==> src/rtl/scl_tim_pkg.sv <==
package scl_tim_pkg;

    localparam int CNT_W     = 8;
    localparam int FLT_W     = 3;
    localparam int OVH_W     = 5;
    localparam int OVH_BASE  = 8;
    localparam int WORD_W    = 32;

    typedef enum logic [1:0] {
        SEG_BIT   = 2'd0,
        SEG_START = 2'd1,
        SEG_STOP  = 2'd2,
        SEG_NONE  = 2'd3
    } seg_kind_e;

    typedef enum logic [3:0] {
        PH_IDLE,
        PH_REL,
        PH_SSU,
        PH_SHD,
        PH_BLO,
        PH_BHI,
        PH_BOV,
        PH_PLO,
        PH_PSU
    } phase_e;

    typedef struct packed {
        logic [CNT_W-1:0] div;
        logic [CNT_W-1:0] lo;
        logic [CNT_W-1:0] hi;
        logic [CNT_W-1:0] st_su;
        logic [CNT_W-1:0] st_hd;
        logic [CNT_W-1:0] sp_su;
        logic [CNT_W-1:0] d_su;
        logic [CNT_W-1:0] d_hd;
        logic [CNT_W-1:0] rel;
    } tim_set_t;

    // Tick inside the low phase at which SDA may move: no earlier than the
    // hold count, no later than setup allows, never past the last low tick.
    function automatic logic [CNT_W-1:0] change_tick(
        input logic [CNT_W-1:0] lo,
        input logic [CNT_W-1:0] su,
        input logic [CNT_W-1:0] hd
    );
        logic [CNT_W:0]   room;
        logic [CNT_W-1:0] p;
        if (({1'b0, lo} + 1'b1) > {1'b0, su})
            room = {1'b0, lo} + 1'b1 - {1'b0, su};
        else
            room = '0;
        p = hd;
        if ({1'b0, p} > room) p = room[CNT_W-1:0];
        if (p > lo) p = lo;
        return p;
    endfunction

endpackage

==> src/rtl/scl_tim_select.sv <==
module scl_tim_select
    import scl_tim_pkg::*;
(
    input  logic              hs_sel,
    input  logic [WORD_W-1:0] fs_w1,
    input  logic [WORD_W-1:0] fs_w2,
    input  logic [WORD_W-1:0] fs_w3,
    input  logic [WORD_W-1:0] hs_w1,
    input  logic [WORD_W-1:0] hs_w2,
    input  logic [WORD_W-1:0] hs_w3,
    input  logic [WORD_W-1:0] hold_w,
    output tim_set_t          sel
);
    localparam int NSETS = 2;

    logic [WORD_W-1:0] w1 [NSETS];
    logic [WORD_W-1:0] w2 [NSETS];
    logic [WORD_W-1:0] w3 [NSETS];
    tim_set_t          sets [NSETS];

    assign w1[0] = fs_w1;  assign w1[1] = hs_w1;
    assign w2[0] = fs_w2;  assign w2[1] = hs_w2;
    assign w3[0] = fs_w3;  assign w3[1] = hs_w3;

    for (genvar g = 0; g < NSETS; g++) begin : g_dec
        assign sets[g].st_su = w1[g][31:24];
        assign sets[g].st_hd = w1[g][23:16];
        assign sets[g].sp_su = w1[g][15:8];
        assign sets[g].d_su  = w2[g][31:24];
        assign sets[g].lo    = w2[g][15:8];
        assign sets[g].hi    = w2[g][7:0];
        assign sets[g].div   = w3[g][23:16];
        assign sets[g].rel   = w3[g][7:0];
        assign sets[g].d_hd  = hold_w[7:0];
    end

    assign sel = sets[hs_sel];

    logic unused_bits;
    assign unused_bits = ^{fs_w1[7:0], fs_w2[23:16], fs_w3[31:24], fs_w3[15:8],
                           hs_w1[7:0], hs_w2[23:16], hs_w3[31:24], hs_w3[15:8],
                           hold_w[31:8]};

endmodule

==> src/rtl/scl_tim_ticker.sv <==
module scl_tim_ticker
    import scl_tim_pkg::*;
(
    input  logic             clk,
    input  logic             rst,
    input  logic             load,
    input  logic [CNT_W-1:0] div,
    input  logic [CNT_W-1:0] lim,
    output logic             first_clk,
    output logic [CNT_W-1:0] tick_idx,
    output logic             run_end
);
    logic [CNT_W-1:0] pre;

    always_ff @(posedge clk) begin
        if (rst) begin
            pre      <= '0;
            tick_idx <= '0;
        end else if (load) begin
            pre      <= '0;
            tick_idx <= '0;
        end else if (pre == div) begin
            pre      <= '0;
            tick_idx <= tick_idx + 1'b1;
        end else begin
            pre      <= pre + 1'b1;
        end
    end

    assign first_clk = (pre == '0);
    assign run_end   = (pre == div) && (tick_idx == lim);

    AST_PRE_BOUND: assert property (@(posedge clk) disable iff (rst)
        pre <= div);

endmodule

==> src/rtl/scl_tim_fsm.sv <==
module scl_tim_fsm
    import scl_tim_pkg::*;
#(
    parameter bit FLT_DOUBLE = 1'b1
) (
    input  logic             clk,
    input  logic             rst,
    input  logic             req,
    input  seg_kind_e        kind,
    input  tim_set_t         sel,
    input  logic [FLT_W-1:0] flt,
    input  logic             first_clk,
    input  logic [CNT_W-1:0] tick_idx,
    input  logic             run_end,
    output logic             load,
    output logic [CNT_W-1:0] div,
    output logic [CNT_W-1:0] lim,
    output logic             ready,
    output logic             scl,
    output logic             sda_fall_stb,
    output logic             sda_rise_stb,
    output logic             sda_set_stb,
    output logic             sample_stb,
    output logic             seg_done
);
    phase_e           phase, nxt;
    tim_set_t         cfg;
    seg_kind_e        kind_q;
    logic             line_hi;
    logic [OVH_W-1:0] ovh_q, ovh_new, xcnt;
    logic             ph_end, seg_last, accept, lvl_after;
    logic [CNT_W-1:0] pos;

    if (FLT_DOUBLE) begin : g_flt_dbl
        assign ovh_new = OVH_W'(OVH_BASE) + {1'b0, flt, 1'b0};
    end else begin : g_flt_sgl
        assign ovh_new = OVH_W'(OVH_BASE) + {2'b00, flt};
    end

    assign div = cfg.div;
    assign pos = change_tick(cfg.lo, cfg.d_su, cfg.d_hd);

    always_comb begin
        unique case (phase)
            PH_REL:          lim = cfg.rel;
            PH_SSU:          lim = cfg.st_su;
            PH_SHD:          lim = cfg.st_hd;
            PH_BLO, PH_PLO:  lim = cfg.lo;
            PH_BHI:          lim = cfg.hi;
            PH_PSU:          lim = cfg.sp_su;
            default:         lim = '0;
        endcase
    end

    assign ph_end    = (phase == PH_BOV) ? (xcnt == ovh_q - 1'b1)
                                         : ((phase != PH_IDLE) && run_end);
    assign seg_last  = ph_end && (phase == PH_SHD || phase == PH_BOV || phase == PH_PSU);
    assign ready     = (phase == PH_IDLE) || seg_last;
    assign lvl_after = seg_last ? (kind_q == SEG_STOP) : line_hi;
    assign accept    = req && ready && (kind != SEG_NONE);
    assign load      = accept || ph_end;

    always_comb begin
        nxt = phase;
        if (accept) begin
            unique case (kind)
                SEG_START: nxt = lvl_after ? PH_SSU : PH_REL;
                SEG_STOP:  nxt = PH_PLO;
                default:   nxt = PH_BLO;
            endcase
        end else if (ph_end) begin
            unique case (phase)
                PH_REL:  nxt = PH_SSU;
                PH_SSU:  nxt = PH_SHD;
                PH_BLO:  nxt = PH_BHI;
                PH_BHI:  nxt = PH_BOV;
                PH_PLO:  nxt = PH_PSU;
                default: nxt = PH_IDLE;
            endcase
        end
    end

    always_ff @(posedge clk) begin
        if (rst) begin
            phase   <= PH_IDLE;
            cfg     <= '0;
            kind_q  <= SEG_BIT;
            line_hi <= 1'b1;
            ovh_q   <= OVH_W'(OVH_BASE);
            xcnt    <= '0;
        end else begin
            phase <= nxt;
            if (accept) begin
                cfg    <= sel;
                kind_q <= kind;
                ovh_q  <= ovh_new;
            end
            if (seg_last) line_hi <= (kind_q == SEG_STOP);
            if (load)                  xcnt <= '0;
            else if (phase == PH_BOV)  xcnt <= xcnt + 1'b1;
        end
    end

    assign scl = (phase == PH_SSU) || (phase == PH_SHD) || (phase == PH_BHI) ||
                 (phase == PH_BOV) || (phase == PH_PSU) ||
                 ((phase == PH_IDLE) && line_hi);

    assign sda_rise_stb = ((phase == PH_REL) && first_clk && (tick_idx == '0)) ||
                          ((phase == PH_PSU) && ph_end);
    assign sda_fall_stb = ((phase == PH_SSU) && ph_end) ||
                          ((phase == PH_PLO) && first_clk && (tick_idx == pos));
    assign sda_set_stb  = (phase == PH_BLO) && first_clk && (tick_idx == pos);
    assign sample_stb   = (phase == PH_BOV) && ph_end;
    assign seg_done     = seg_last;

    AST_SET_WHILE_LOW: assert property (@(posedge clk) disable iff (rst)
        sda_set_stb |-> !scl);
    AST_SAMPLE_WHILE_HIGH: assert property (@(posedge clk) disable iff (rst)
        sample_stb |-> scl);
    AST_SDA_STB_EXCL: assert property (@(posedge clk) disable iff (rst)
        $onehot0({sda_set_stb, sda_fall_stb, sda_rise_stb}));
    AST_SCL_AT_BOUNDARY: assert property (@(posedge clk) disable iff (rst)
        (scl != $past(scl)) |-> $past(load));
    AST_NONE_IGNORED: assert property (@(posedge clk) disable iff (rst)
        (phase == PH_IDLE && req && kind == SEG_NONE) |=> (phase == PH_IDLE));

endmodule

==> src/rtl/scl_timing_gen.sv <==
module scl_timing_gen
    import scl_tim_pkg::*;
#(
    parameter bit FLT_DOUBLE = 1'b1
) (
    input  logic        clk,
    input  logic        rst,
    input  logic        hs_sel,
    input  logic [2:0]  flt_cycles,
    input  logic [31:0] fs_word1,
    input  logic [31:0] fs_word2,
    input  logic [31:0] fs_word3,
    input  logic [31:0] hs_word1,
    input  logic [31:0] hs_word2,
    input  logic [31:0] hs_word3,
    input  logic [31:0] hold_word,
    input  logic        req,
    input  logic [1:0]  req_kind,
    output logic        ready,
    output logic        scl,
    output logic        sda_fall_stb,
    output logic        sda_rise_stb,
    output logic        sda_set_stb,
    output logic        sample_stb,
    output logic        seg_done
);
    tim_set_t         sel;
    logic             load, first_clk, run_end;
    logic [CNT_W-1:0] div, lim, tick_idx;

    scl_tim_select u_select (
        .hs_sel (hs_sel),
        .fs_w1  (fs_word1),
        .fs_w2  (fs_word2),
        .fs_w3  (fs_word3),
        .hs_w1  (hs_word1),
        .hs_w2  (hs_word2),
        .hs_w3  (hs_word3),
        .hold_w (hold_word),
        .sel    (sel)
    );

    scl_tim_ticker u_ticker (
        .clk       (clk),
        .rst       (rst),
        .load      (load),
        .div       (div),
        .lim       (lim),
        .first_clk (first_clk),
        .tick_idx  (tick_idx),
        .run_end   (run_end)
    );

    scl_tim_fsm #(.FLT_DOUBLE(FLT_DOUBLE)) u_fsm (
        .clk          (clk),
        .rst          (rst),
        .req          (req),
        .kind         (seg_kind_e'(req_kind)),
        .sel          (sel),
        .flt          (flt_cycles),
        .first_clk    (first_clk),
        .tick_idx     (tick_idx),
        .run_end      (run_end),
        .load         (load),
        .div          (div),
        .lim          (lim),
        .ready        (ready),
        .scl          (scl),
        .sda_fall_stb (sda_fall_stb),
        .sda_rise_stb (sda_rise_stb),
        .sda_set_stb  (sda_set_stb),
        .sample_stb   (sample_stb),
        .seg_done     (seg_done)
    );

endmodule

==> config.mk <==
export PLATFORM = sky130hd
export DESIGN_NAME = scl_timing_gen
export DESIGN_NICKNAME = d
export VERILOG_FILES = /design/src/rtl/scl_tim_pkg.sv /design/src/rtl/scl_tim_select.sv /design/src/rtl/scl_tim_ticker.sv /design/src/rtl/scl_tim_fsm.sv /design/src/rtl/scl_timing_gen.sv
export SDC_FILE = /design/constraint.sdc
export NUM_CORES = 1
export LEC_CHECK = 0
export BUFFER_PORTS_ARGS = -buffer_cell sky130_fd_sc_hd__buf_2
export CORE_MARGIN = 3
export CORE_UTILIZATION = 45
export DETAILED_ROUTE_END_ITERATION = 6
export PLACE_DENSITY = 0.73
export SKIP_LAST_GASP = 1
export SYNTH_ARGS = -nofsm -noshare
export SYNTH_HDL_FRONTEND = slang
export SYNTH_SLANG_ARGS = --single-unit
==> constraint.sdc <==
create_clock -name clk -period 10.6 [get_ports clk]
set_clock_uncertainty 0.05 [all_clocks]
set_input_delay 3.18 -clock clk [delete_from_list [all_inputs] [get_ports clk]]
set_output_delay 3.18 -clock clk [all_outputs]
set_load 0.005 [all_outputs]
==> metrics list <==
* Warnings from Yosys: 0
- Max FO, Critical Path: 12
- Setup slack on the critical path of the routed design comes to 0.479 ns.
* Share of flip-flops with an asynchronous set or reset after synthesis: 0%
- Upper clock frequency limit: 0.0988 GHz
* CTS H-tree lvls: 3
- Summed over all layers, the routed wires come to 16,900 µm.
* Hold WS: 0.408 ns
* Data required, critical path: 7.37 ns
* Post-synthesis sequential element count: 104
* Data arrival time of the worst path: 6.89 ns
- Once the clock tree was built, the resizer swapped 0 gates to a different size.
* Leakage dissipation: 3.54 nW
- At the placement stage, the worst setup path has a slack of 0.579 ns.
- Worst reg2reg path startpoint: u_fsm.phase[1]
* Core area: 14,800 µm²
- Fillers: 1,402
- Postcts setup bufs: 0
- Run status: completed
* Post-CTS Hold Buffers: 0
- Number of antenna violations at the first check in global routing: 0
* Nets: 1,210
- Ratio of cells with drive above 1 in the final layout: 20.9%
* Kind of capture point of the worst setup path: output pin
* Number of buffers added by the clock tree synthesis step: 9
- Sequential standard cell area: 2080 µm²
* Overall global routing resource usage: 20.1%
* Vias in the first global route: 5,685
* Die X: 130 µm
- For the final routed database, the setup TNS stands at 0 ns.
- In this run the tool buffered the top-level ports with 151 buffer cells.
* Number of pins exceeding their max-slew limit in the final report: 0
* Gate count after technology mapping: 826
* Number of vias in the routed layout: 6,177
- Post-route clock period utilization: 95.5%
- Counting tap cells, the placed design contains a total of 1,115 instances.
* Count of endpoints failing setup in the final report: 0
- Each instance of the synthesized netlist takes up on average 8.34 µm².
* Area of the multi-input gates: 4460 µm²
* Number of core rows: 44
- In this run, distinct cell masters in the synthesized netlist total 72.
- After detailed routing, the average wire length per cell comes to 14.9 µm.
- Dividing the detail-routed via count by the number of cells gives 5.46.
- In this run the worst setup path begins at u_fsm.cfg[58].
- Sequential area share after synthesis: 30.2%
* TritonCTS clock tree: built
- Portion of synthesized cell area occupied by the leading cell type: 30.2%
- Before antenna repair, the detailed router went through 5 iterations.
* Critical path buffers and inverters: 3
* I/O pin count: 240
- Once the floorplan was initialized, standard cells occupied 46.7% of the core.
* Remaining Overflow, GRT: 0
* Worst VDD drop: 0.142 mV
- Die boundary height: 130 µm
- Across the run, the number of max-cap violations was 0.
- 1st-iter DRT viols: 310
- Count leader, synth: sky130_fd_sc_hd__nor2_1
* Startpoint of the tightest hold check path: u_fsm.kind_q[1]
- Post-synthesis net count: 1,094
- The finished layout holds 1,131 standard cells, fillers aside.
- Once detail routing completed, the nets flagged for antenna violations numbered 0.
* Number of clock sinks: 104
- The worst pin sits at a relative slew slack of 26.2%.
* Ant. Diodes: 0
- Unrepaired setup endpoints after global routing: no
- The most numerous cell type found on the critical path is sky130_fd_sc_hd__ha_1.
- The final number of hold-violating endpoints is 0.
- Synthesis-to-finish area growth: 16.8%
- Post-synth design cell area: 6890 µm²
* Type of the setup path with the least slack: reg2out
- In this run the deepest clock path goes through 2 buffers.
- Clock tree synthesis selected as its root buffer the cell sky130_fd_sc_hd__clkbuf_16.
* Half-perimeter wire length after placement: 12,700 µm
* Most used flip-flop cell after synthesis: sky130_fd_sc_hd__dfxtp_1
* Class of the worst hold path: reg2reg
- Last weighted congestion value of the routability-driven placer: 0.855
* Critical-path top delay cell: sky130_fd_sc_hd__dfxtp_1
* CTS clk-pin slew, worst paths: 0.06 ns
- Clock period minus final worst setup slack: 10.12 ns
- For this run, the slowest stage of the critical path takes 0.45 ns.
* Post-synthesis cell type with the largest combined area: sky130_fd_sc_hd__dfxtp_1
- The clock reaches the later pin of the worst-skew pair after 0.34 ns.
- In this run, synthesis inferred 0 flip-flops with an integrated enable.
* Critical Path Start Type: register
* DRC violation count after routing: 0
- Measured slew at the worst slew-check pin: 1.11 ns
- Entering global routing, the biggest net connects 121 pins.
* First-pass GRT wire length: 27,600 µm
- The die covers 16,800 µm².
- By count the netlist is led by sky130_fd_sc_hd__nor2_1 (121), sky130_fd_sc_hd__dfxtp_1 (104), sky130_fd_sc_hd__mux2i_1 (69), sky130_fd_sc_hd__a211oi_1 (66), sky130_fd_sc_hd__inv_1 (38).
- Power density normalized to cell area: 277 nW/µm²
- Yosys attributes the largest share of cell area to sky130_fd_sc_hd__dfxtp_1 (30%), sky130_fd_sc_hd__mux2i_1 (10%), sky130_fd_sc_hd__a211oi_1 (7.2%).
* Family with the most delay on the worst path: compound AO/OA/AOI/OAI gates
metal layers:
layer | wire length (µm) | vias to the layer above | GRT usage, %
li1 | - | 3200 | -
met1 | 7820 | 2807 | 27.1
met2 | 8080 | 153 | 33.8
met3 | 713 | 17 | 3.23
met4 | 248 | 0 | 4.71
met5 | 0 | - | 0
sequential cells by signal, indices dropped and copies added (netlist names):
signal / flops
u_fsm.xcnt: 5
u_fsm.cfg: 64
u_fsm.kind_q: 2
u_fsm.line_hi: 1
u_fsm.phase: 4
u_ticker.tick_idx: 8
u_fsm.ovh_q: 4
u_fsm.div: 8
u_ticker.pre: 8
power by group:
group	switching (mW)	leakage, nW	internal, mW
combinational	0.756	2.55	0.588
sequential	0.0790	0.853	0.494
clock	0.141	0.137	0.173
total	0.976	3.54	1.25
final timing paths:
kind                                         to  slack [ns]  cells after the start
worst min-delay path            u_fsm.kind_q[1]        0.41                      2
worst min register to register  u_fsm.kind_q[1]        0.41                      2
worst max register to register    u_fsm.cfg[58]        5.70                     10
worst max-delay path                sda_set_stb        0.48                     28
layout make-up:
type                            instances  share of cell area (%)
Multi-Input combinational cell        624                    55.4
Sequential cell                       104                    25.9
Timing Repair Buffer                  163                    10.5
Clock buffer                           14                    3.28
Tap cell                              184                    2.86
Inverter                               40                    1.87
Clock inverter                          2                   0.171
cells in the final DEF, fill, tap and decap left out, types with 8 or more instances in the layout:
cell                        instances
sky130_fd_sc_hd__nand3_1           13
sky130_fd_sc_hd__a211oi_1          66
sky130_fd_sc_hd__nand2b_1          10
sky130_fd_sc_hd__o21ai_0           22
sky130_fd_sc_hd__xnor2_1           28
sky130_fd_sc_hd__and3_1             8
sky130_fd_sc_hd__dfxtp_1          103
sky130_fd_sc_hd__a21oi_1           29
sky130_fd_sc_hd__o21ai_1            8
sky130_fd_sc_hd__nand4_1           17
sky130_fd_sc_hd__mux2i_1           69
sky130_fd_sc_hd__xor2_1            32
sky130_fd_sc_hd__nand2_1           36
sky130_fd_sc_hd__nand4b_1           8
sky130_fd_sc_hd__and3b_1           22
sky130_fd_sc_hd__inv_1             38
sky130_fd_sc_hd__buf_2            150
sky130_fd_sc_hd__nor2_1           120
sky130_fd_sc_hd__clkbuf_16          9
sky130_fd_sc_hd__buf_4             13
sky130_fd_sc_hd__ha_1              34
logic make-up after synthesis:
| kind of cell | count (synthesis) | synth area share (%) |
|---|---|---|
| AO/OA/AOI/OAI | 173 | 17.3 |
| AND/OR/NAND/NOR | 282 | 21.7 |
| multiplexers | 73 | 10.7 |
| flip-flops | 104 | 30.2 |
| adder cells (fa/ha/maj) | 35 | 6.47 |
| XOR/XNOR | 61 | 7.86 |
| buffers and inverters | 98 | 5.70 |
worst min-delay path, cell delays in order (launching register included):
cell and delay [ns]:
sky130_fd_sc_hd__dfxtp_1 0.31, sky130_fd_sc_hd__nand2_1 0.05, sky130_fd_sc_hd__a21oi_1 0.05
through the flow:
stage	power, mW	area (µm²)	utilization, %
floorplan	1.56	6890	-
CTS	2.17	8000	54.2
detailed placement	1.85	7720	52.4
global route	2.45	8050	54.5
finish	2.23	8050	54.5
global placement	1.84	7720	52.4
No activity file was read; power rests on OpenSTA's default activity.
